$ cat src/rtl/cnt_pkg.sv
package cnt_pkg;
  localparam int STAGE_BITS = 4;

  typedef enum logic [1:0] {
    OP_HOLD  = 2'd0,
    OP_COUNT = 2'd1,
    OP_LOAD  = 2'd2,
    OP_CLEAR = 2'd3
  } op_e;
endpackage

$ cat src/rtl/cnt_mode_dec.sv
module cnt_mode_dec
  import cnt_pkg::*;
(
  input  logic clr_n,
  input  logic load_n,
  input  logic enp,
  input  logic ent,
  output op_e  op
);
  // Priority at the edge: clear, preset, count, hold.
  always_comb begin
    if (!clr_n)            op = OP_CLEAR;
    else if (!load_n)      op = OP_LOAD;
    else if (enp && ent)   op = OP_COUNT;
    else                   op = OP_HOLD;
  end
endmodule

$ cat src/rtl/cnt_next.sv
module cnt_next
  import cnt_pkg::*;
#(
  parameter int W = STAGE_BITS
) (
  input  op_e          op,
  input  logic [W-1:0] cur,
  input  logic [W-1:0] d,
  output logic [W-1:0] nxt
);
  always_comb begin
    unique case (op)
      OP_CLEAR: nxt = '0;
      OP_LOAD:  nxt = d;
      OP_COUNT: nxt = cur + W'(1);
      default:  nxt = cur;
    endcase
  end
endmodule

$ cat src/rtl/cnt_stage.sv
module cnt_stage
  import cnt_pkg::*;
#(
  parameter int W         = STAGE_BITS,
  parameter bit ASYNC_CLR = 1'b0
) (
  input  logic         clk,
  input  logic         clr_n,
  input  logic         load_n,
  input  logic         enp,
  input  logic         ent,
  input  logic [W-1:0] d,
  output logic [W-1:0] q,
  output logic         rco
);
  op_e          op;
  logic [W-1:0] q_r;
  logic [W-1:0] q_nxt;

  cnt_mode_dec dec_i (
    .clr_n  (clr_n),
    .load_n (load_n),
    .enp    (enp),
    .ent    (ent),
    .op     (op)
  );

  cnt_next #(.W(W)) nxt_i (
    .op  (op),
    .cur (q_r),
    .d   (d),
    .nxt (q_nxt)
  );

  generate
    if (ASYNC_CLR) begin : g_async_clr
      always_ff @(posedge clk or negedge clr_n) begin
        if (!clr_n) q_r <= '0;
        else        q_r <= q_nxt;
      end
    end else begin : g_sync_clr
      always_ff @(posedge clk) begin
        q_r <= q_nxt;
      end
    end
  endgenerate

  assign q   = q_r;
  // Terminal-count carry, combinational so it follows ent without a clock.
  assign rco = ent & (&q_r);
endmodule

$ cat src/rtl/casc_counter.sv
module casc_counter
  import cnt_pkg::*;
#(
  parameter int STAGES    = 2,
  parameter int SW        = STAGE_BITS,
  parameter bit ASYNC_CLR = 1'b0,
  localparam int TW       = STAGES * SW
) (
  input  logic          clk,
  input  logic          clr_n,
  input  logic          load_n,
  input  logic          enp,
  input  logic          ent,
  input  logic [TW-1:0] d,
  output logic [TW-1:0] q,
  output logic          rco
);
  logic [STAGES:0] carry;

  assign carry[0] = ent;

  generate
    for (genvar g = 0; g < STAGES; g++) begin : g_stage
      cnt_stage #(.W(SW), .ASYNC_CLR(ASYNC_CLR)) stage_i (
        .clk    (clk),
        .clr_n  (clr_n),
        .load_n (load_n),
        .enp    (enp),
        .ent    (carry[g]),
        .d      (d[g*SW +: SW]),
        .q      (q[g*SW +: SW]),
        .rco    (carry[g+1])
      );
    end
  endgenerate

  assign rco = carry[STAGES];
endmodule

$ cat config.mk
export PLATFORM = sky130hd
export DESIGN_NAME = casc_counter
export DESIGN_NICKNAME = d
export VERILOG_FILES = /design/src/rtl/cnt_pkg.sv /design/src/rtl/cnt_mode_dec.sv /design/src/rtl/cnt_next.sv /design/src/rtl/cnt_stage.sv /design/src/rtl/casc_counter.sv
export SDC_FILE = /design/constraint.sdc
export NUM_CORES = 1
export LEC_CHECK = 0
export BUFFER_PORTS_ARGS = -buffer_cell sky130_fd_sc_hd__buf_2
export CORE_AREA = 4 4 41 43
export DETAILED_ROUTE_END_ITERATION = 16
export DIE_AREA = 0 0 45 47
export HOLD_SLACK_MARGIN = 0.05
export PLACE_DENSITY_LB_ADDON = 0.08
export SLEW_MARGIN = 0
export SYNTH_ARGS = -nofsm -noshare
export SYNTH_HDL_FRONTEND = slang
export SYNTH_SLANG_ARGS = --single-unit
$ cat constraint.sdc
create_clock -name clk -period 2.82 [get_ports clk]
set_clock_uncertainty 0.05 [all_clocks]
set_input_delay 0.564 -clock clk [delete_from_list [all_inputs] [get_ports clk]]
set_output_delay 0.564 -clock clk [all_outputs]
set_load 0.005 [all_outputs]
After elaboration in Yosys (flattened, before gate mapping)
Index checks and enable logic that the tools add are counted.
{ "totals": {"register_bits": 8, "input_bits": 13, "out_inout_bits": 9, "word_cells": 26} }
{ "classes": {"add_sub_neg": 2, "n_eq_ne": 6, "mux": 8, "bitwise_logic": 2, "n_reduce_logical": 6} }
{ "ops": {"columns": ["op", "n"], "rows": [
  ["$pmux 4 s3", 2],
  ["$add 4x1->4 const B", 2],
  ["$eq 2x2->1 const B", 4],
  ["$mux 2", 4],
  ["$reduce_and 4->1", 2],
  ["$reduce_bool 3->1", 2],
  ["$eq 2x1->1 const B", 2],
  ["$and 1x1->1", 2],
  ["$logic_and 1x1->1", 2],
  ["$mux 1", 2]
]} }

Logic depth before layout (Yosys ltp)
{ "depth": {"word_depth": 8, "depth_mapped": 4, "ltp_nobuf": 4} }

By module
A second synthesis with hierarchy kept.
{ "hier_totals": {"hier_cells": 58, "hier_area_um2": 498.0} }
{ "by_module_without_submodules": {"columns": ["mod", "n_inst", "cells_each", "area_per_inst_um2"], "rows": [
  ["cnt_next", 2, 19, 143.9],
  ["cnt_stage", 2, 7, 92.6],
  ["cnt_mode_dec", 2, 3, 12.5]
]} }

Least setup slack after synthesis
OpenSTA, ideal clock, no wires.
{ "synth_timing": {"path_type": "reg2out", "startpoint": "register g_stage[0].stage_i.q_r[0]", "endpoint": "output rco", "t_arrival_ns": 0.858, "t_required_ns": 2.206, "path_slack_ns": 1.348, "stages_incl_launch_ff": 4, "n_path_buf": 0, "cell_sequence": "edfxtp_1 > ha_1 > nand3_1 > nor2_1"} }
{ "synth_via": {"elab_chain_len": 3} }
{ "synth_lines": {"columns": ["element", "line_no", "text"], "rows": [
  ["start: declaration", "cnt_stage.sv:17", "logic [W-1:0] q_r;"],
  ["start signal: assignment", "cnt_stage.sv:43", "q_r <= q_nxt;"],
  ["$reduce_and 4->1", "cnt_stage.sv:50", "assign rco = ent & (&q_r);"],
  ["$and 1x1->1 (2 in a row)", "cnt_stage.sv:50", null],
  ["end: declaration", "casc_counter.sv:16", "output logic rco"]
]} }
No other way between the ends.

Worst setup path in the final report
Same ends and word-level chain as after synthesis.

==> results.txt <==
----------------------------------------------------
[Pwr]
  Switching Fraction ... 0.249
  Combinational fraction of design power ... 0.140
  Max rail drop VDD ... 0.252 mV
  Relative contribution of the clock network to total power ... 0.325
  Power spent charging and discharging nets ... 0.0697 mW
  Internal ... 0.211 mW
  Power density over cell area ... 476 nW/um2
  Portion of total power attributed to sequential cells ... 0.535
  Leakage power ... 0.267 nW

[Yosys]
  Cell count after synthesis ... 40
  Area share of the largest cell type after synthesis ... 0.529
  Leading cell types by total area after synthesis ... sky130_fd_sc_hd__edfxtp_1, sky130_fd_sc_hd__a22o_1, sky130_fd_sc_hd__ha_1, sky130_fd_sc_hd__nand2_1, sky130_fd_sc_hd__nand3_1
  Post-Synthesis Mean Instance Area ... 11.4 um2
  Yosys warns ... 0
  Synthesized net count ... 55
  Number of register bits inferred by synthesis ... 8
  Netlist area before placement ... 454 um2
  Proportion of synthesized chip area in sequential cells ... 0.529
  Cell type with the highest aggregate area in the netlist ... sky130_fd_sc_hd__edfxtp_1
  Number of different library cells in the post-synthesis netlist ... 17

[Status]
  Result of the run ... complete, no violations

[Place]
  Port bufs ... 21
  Post-detail-place hpwl ... 843 um
  Last weighted congestion value of the routability-driven placer ... 0.733

[Worst setup path]
  Flop-to-flop setup slack ... 1.12 ns
  Master of the slowest instance on the critical path ... sky130_fd_sc_hd__edfxtp_1
  Required time of the critical path ... 2.21 ns
  Slowest stage delay, CP ... 0.43 ns
  Cell class contributing the biggest share of worst-path delay ... flip-flops
  Depth of the worst register-to-register path ... 3
  Cell-by-cell trace of the critical path ... ha_1 > nand3_1 > nor2_1 > buf_2
  Terminus of the critical flop-to-flop path ... g_stage[1].stage_i.q[1]
  Maximum fanout along the worst path ... 4
  Worst R2R Start ... g_stage[0].stage_i.q[0]
  Startpoint class of the critical path ... flop
  Type of the worst setup path ... flop to output port
  CP Buf/Inv Count ... 1
  Data arrival, critical path ... 1.31 ns
  Crit end category ... output port

[Timing]
  Hold violation count in the final report ... 0
  Achievable clock frequency ... 520 MHz
  Max-slew violation count ... 0
  Crit path time final ... 1.92 ns
  Setup_tns ... 0 ns
  Post-route fraction of the period consumed by the critical path ... 0.682
  Unrepaired setup endpoints after global routing ... no
  Count of final setup violators ... 0
  Worst slew margin relative to its limit ... 0.631
  Transition time at the pin with the least slew margin ... 0.552 ns

[Final layout]
  Area growth from synthesis to layout ... 29.8%
  Max FFs per register ... 8
  Number of filler cells placed in the layout ... 140
  Proportion of layout cells with a drive suffix above 1 ... 0.413
  Total number of nets in the final design ... 80
  ANT cells ... 0
  Final core utilization ... 0.453

[Worst hold path]
  Worst hold path depth ... 3
  Worst hold endpoint ... g_stage[1].stage_i.q[0]
  Class of the worst hold path ... input pin to flop
  Startpoint of the tightest hold check path ... d[4]

[CTS]
  Post-CTS Repair Setup Buffers ... 0
  Deepest level of the CTS H-tree ... 1
  Clock buffer count from CTS ... 3
  Hold_buf cts ... 0
  CTS clk-pin slew, worst paths ... 0.06 ns
  Sink Count ... 8
  CTS tree ... done
  Maximum root-to-sink buffer count ... 2
  Buffer cell driving the clock tree root ... sky130_fd_sc_hd__clkbuf_4
  Clk_lat worst skew ... 0.25 ns
  Number of instances resized during post-cts repair ... 0

[Drt]
  Average wire per standard cell ... 14.0 um
  Overall routed net length ... 1090 um
  First DRT Iteration DRCs ... 9
  Remaining antenna violation count ... 0
  Detailed-routing iteration count for the pre-antenna-repair pass ... 3
  Residual DRC ... 0
  Vias/cell ... 5.09
  Via Count ... 397

[Floorplanning]
  Placeable core region ... 1300 um2
  Die Span Y ... 47 um
  Floorplan die area ... 2120 um2
  Placement row count ... 13
  Initial core utilization ... 0.349
  Top-Level Pins ... 22
  Die width ... 45 um

[Global route]
  Global routing usage on met2 ... 0.181
  Antenna violations before repair ... 0
  All-layer global routing usage ... 0.123
  Via count of the first global-routing pass ... 395
  First-pass GRT wire length ... 1770 um
  Pin count of the biggest net entering global routing ... 9
  GR peak layer ... met2
  Global routing usage on met1 ... 0.152
  Remaining Overflow, GRT ... 0
  Met3 demand-to-capacity share in global routing ... 0.0498

[Job]
  Max-cap violations ... 0

----------------------------------------------------
==> layer usage <==
layer  vias up  part of all wire
li1        197                 -
met1       184              0.45
met2        16              0.46
met3         0             0.093
met4         0                 0
met5         -                 0
==> layout make-up <==
cell class                 count  area, um2  area share
clock buffer                   3       22.5      0.0382
inverter                       1       3.75     0.00637
multi-input combinational     30        199       0.338
sequential                     8        240       0.408
tap                           15       18.8      0.0318
timing repair buffer          21        105       0.178
==> synth_stat cells <==
library cell	number
sky130_fd_sc_hd__nand4_1	1
sky130_fd_sc_hd__xor2_1	2
sky130_fd_sc_hd__nand4_2	1
sky130_fd_sc_hd__ha_1	2
sky130_fd_sc_hd__nand3_1	4
sky130_fd_sc_hd__inv_1	1
sky130_fd_sc_hd__o211ai_1	1
sky130_fd_sc_hd__buf_6	1
sky130_fd_sc_hd__nor2_2	1
sky130_fd_sc_hd__edfxtp_1	8
sky130_fd_sc_hd__xnor2_1	2
sky130_fd_sc_hd__nor2_1	1
sky130_fd_sc_hd__o31ai_1	1
sky130_fd_sc_hd__nand2_1	6
sky130_fd_sc_hd__nor2b_1	1
sky130_fd_sc_hd__a22o_1	3
sky130_fd_sc_hd__o21ai_0	4
==> worst min-delay path, cell delays in order <==
cell	delay, ns
sky130_fd_sc_hd__buf_2	0.08
sky130_fd_sc_hd__nand2_1	0.04
sky130_fd_sc_hd__o31ai_1	0.05
==> power groups by stage <==
stage	combinational, mW	clock, mW	sequential (mW)
after floorplan	0.0181	0	0.152
after global placement	0.0402	0	0.153
after detailed placement	0.0397	0	0.153
after CTS	0.0400	0.0918	0.150
after global routing	0.0455	0.102	0.152
final	0.0393	0.0911	0.150
==> per-stage QoR <==
step | cell area (um2) | instances | hold WS (ns) | power, mW | setup WS, ns
after floorplan | 454 | 40 | 0.584 | 0.170 | 1.35
after global placement | 567 | 75 | 0.599 | 0.193 | 1.15
after detailed placement | 567 | 75 | 0.607 | 0.192 | 1.11
after CTS | 589 | 78 | 0.529 | 0.282 | 0.875
after global routing | 589 | 78 | 0.538 | 0.299 | 0.803
final | 589 | 78 | 0.531 | 0.280 | 0.896
==> kinds of logic (layout without fill, tap and decap cells) <==
kind of cell	Yosys count	in the layout	share of synthesized area
adders and majority gates	2	2	0.0551
DFF	8	8	0.529
buffers and inverters	2	25	0.0330
xor gates and xnor gates	4	4	0.0771
AOI/OAI and AO/OA	9	9	0.135
and+or+nand+nor	15	15	0.171
==> placed cells by master (no fill, tap or decap) <==
cell / synthesis / routed
sky130_fd_sc_hd__xnor2_1: 2 / 2
sky130_fd_sc_hd__nor2b_1: 1 / 1
sky130_fd_sc_hd__inv_1: 1 / 1
sky130_fd_sc_hd__a22o_1: 3 / 3
sky130_fd_sc_hd__nor2_1: 1 / 1
sky130_fd_sc_hd__nand2_1: 6 / 6
sky130_fd_sc_hd__ha_1: 2 / 2
sky130_fd_sc_hd__nand4_2: 1 / 1
sky130_fd_sc_hd__nor2_2: 1 / 1
sky130_fd_sc_hd__buf_2: 0 / 21
sky130_fd_sc_hd__o31ai_1: 1 / 1
sky130_fd_sc_hd__o211ai_1: 1 / 1
sky130_fd_sc_hd__nand4_1: 1 / 1
sky130_fd_sc_hd__clkbuf_4: 0 / 3
sky130_fd_sc_hd__o21ai_0: 4 / 4
sky130_fd_sc_hd__edfxtp_1: 8 / 8
sky130_fd_sc_hd__nand3_1: 4 / 4
sky130_fd_sc_hd__xor2_1: 2 / 2
==> worst max-delay path by stage <==
| stage | start | to | slack, ns | cells past startpoint |
|---|---|---|---|---|
| 6_report | g_stage[0].stage_i.q[0] | rco | 0.90 | 4 |
| 5_1_grt | g_stage[0].stage_i.q[0] | rco | 0.80 | 4 |
| 4_1_cts | g_stage[0].stage_i.q[0] | rco | 0.88 | 4 |
| 3_5_place_dp | g_stage[0].stage_i.q[0] | g_stage[1].stage_i.q[1] | 1.11 | 3 |
| 3_3_place_gp | g_stage[0].stage_i.q[0] | g_stage[1].stage_i.q[1] | 1.15 | 3 |
| 2_1_floorplan | g_stage[0].stage_i.q[0] | rco | 1.35 | 3 |
Note: power is estimated with default switching activity, not from simulation.
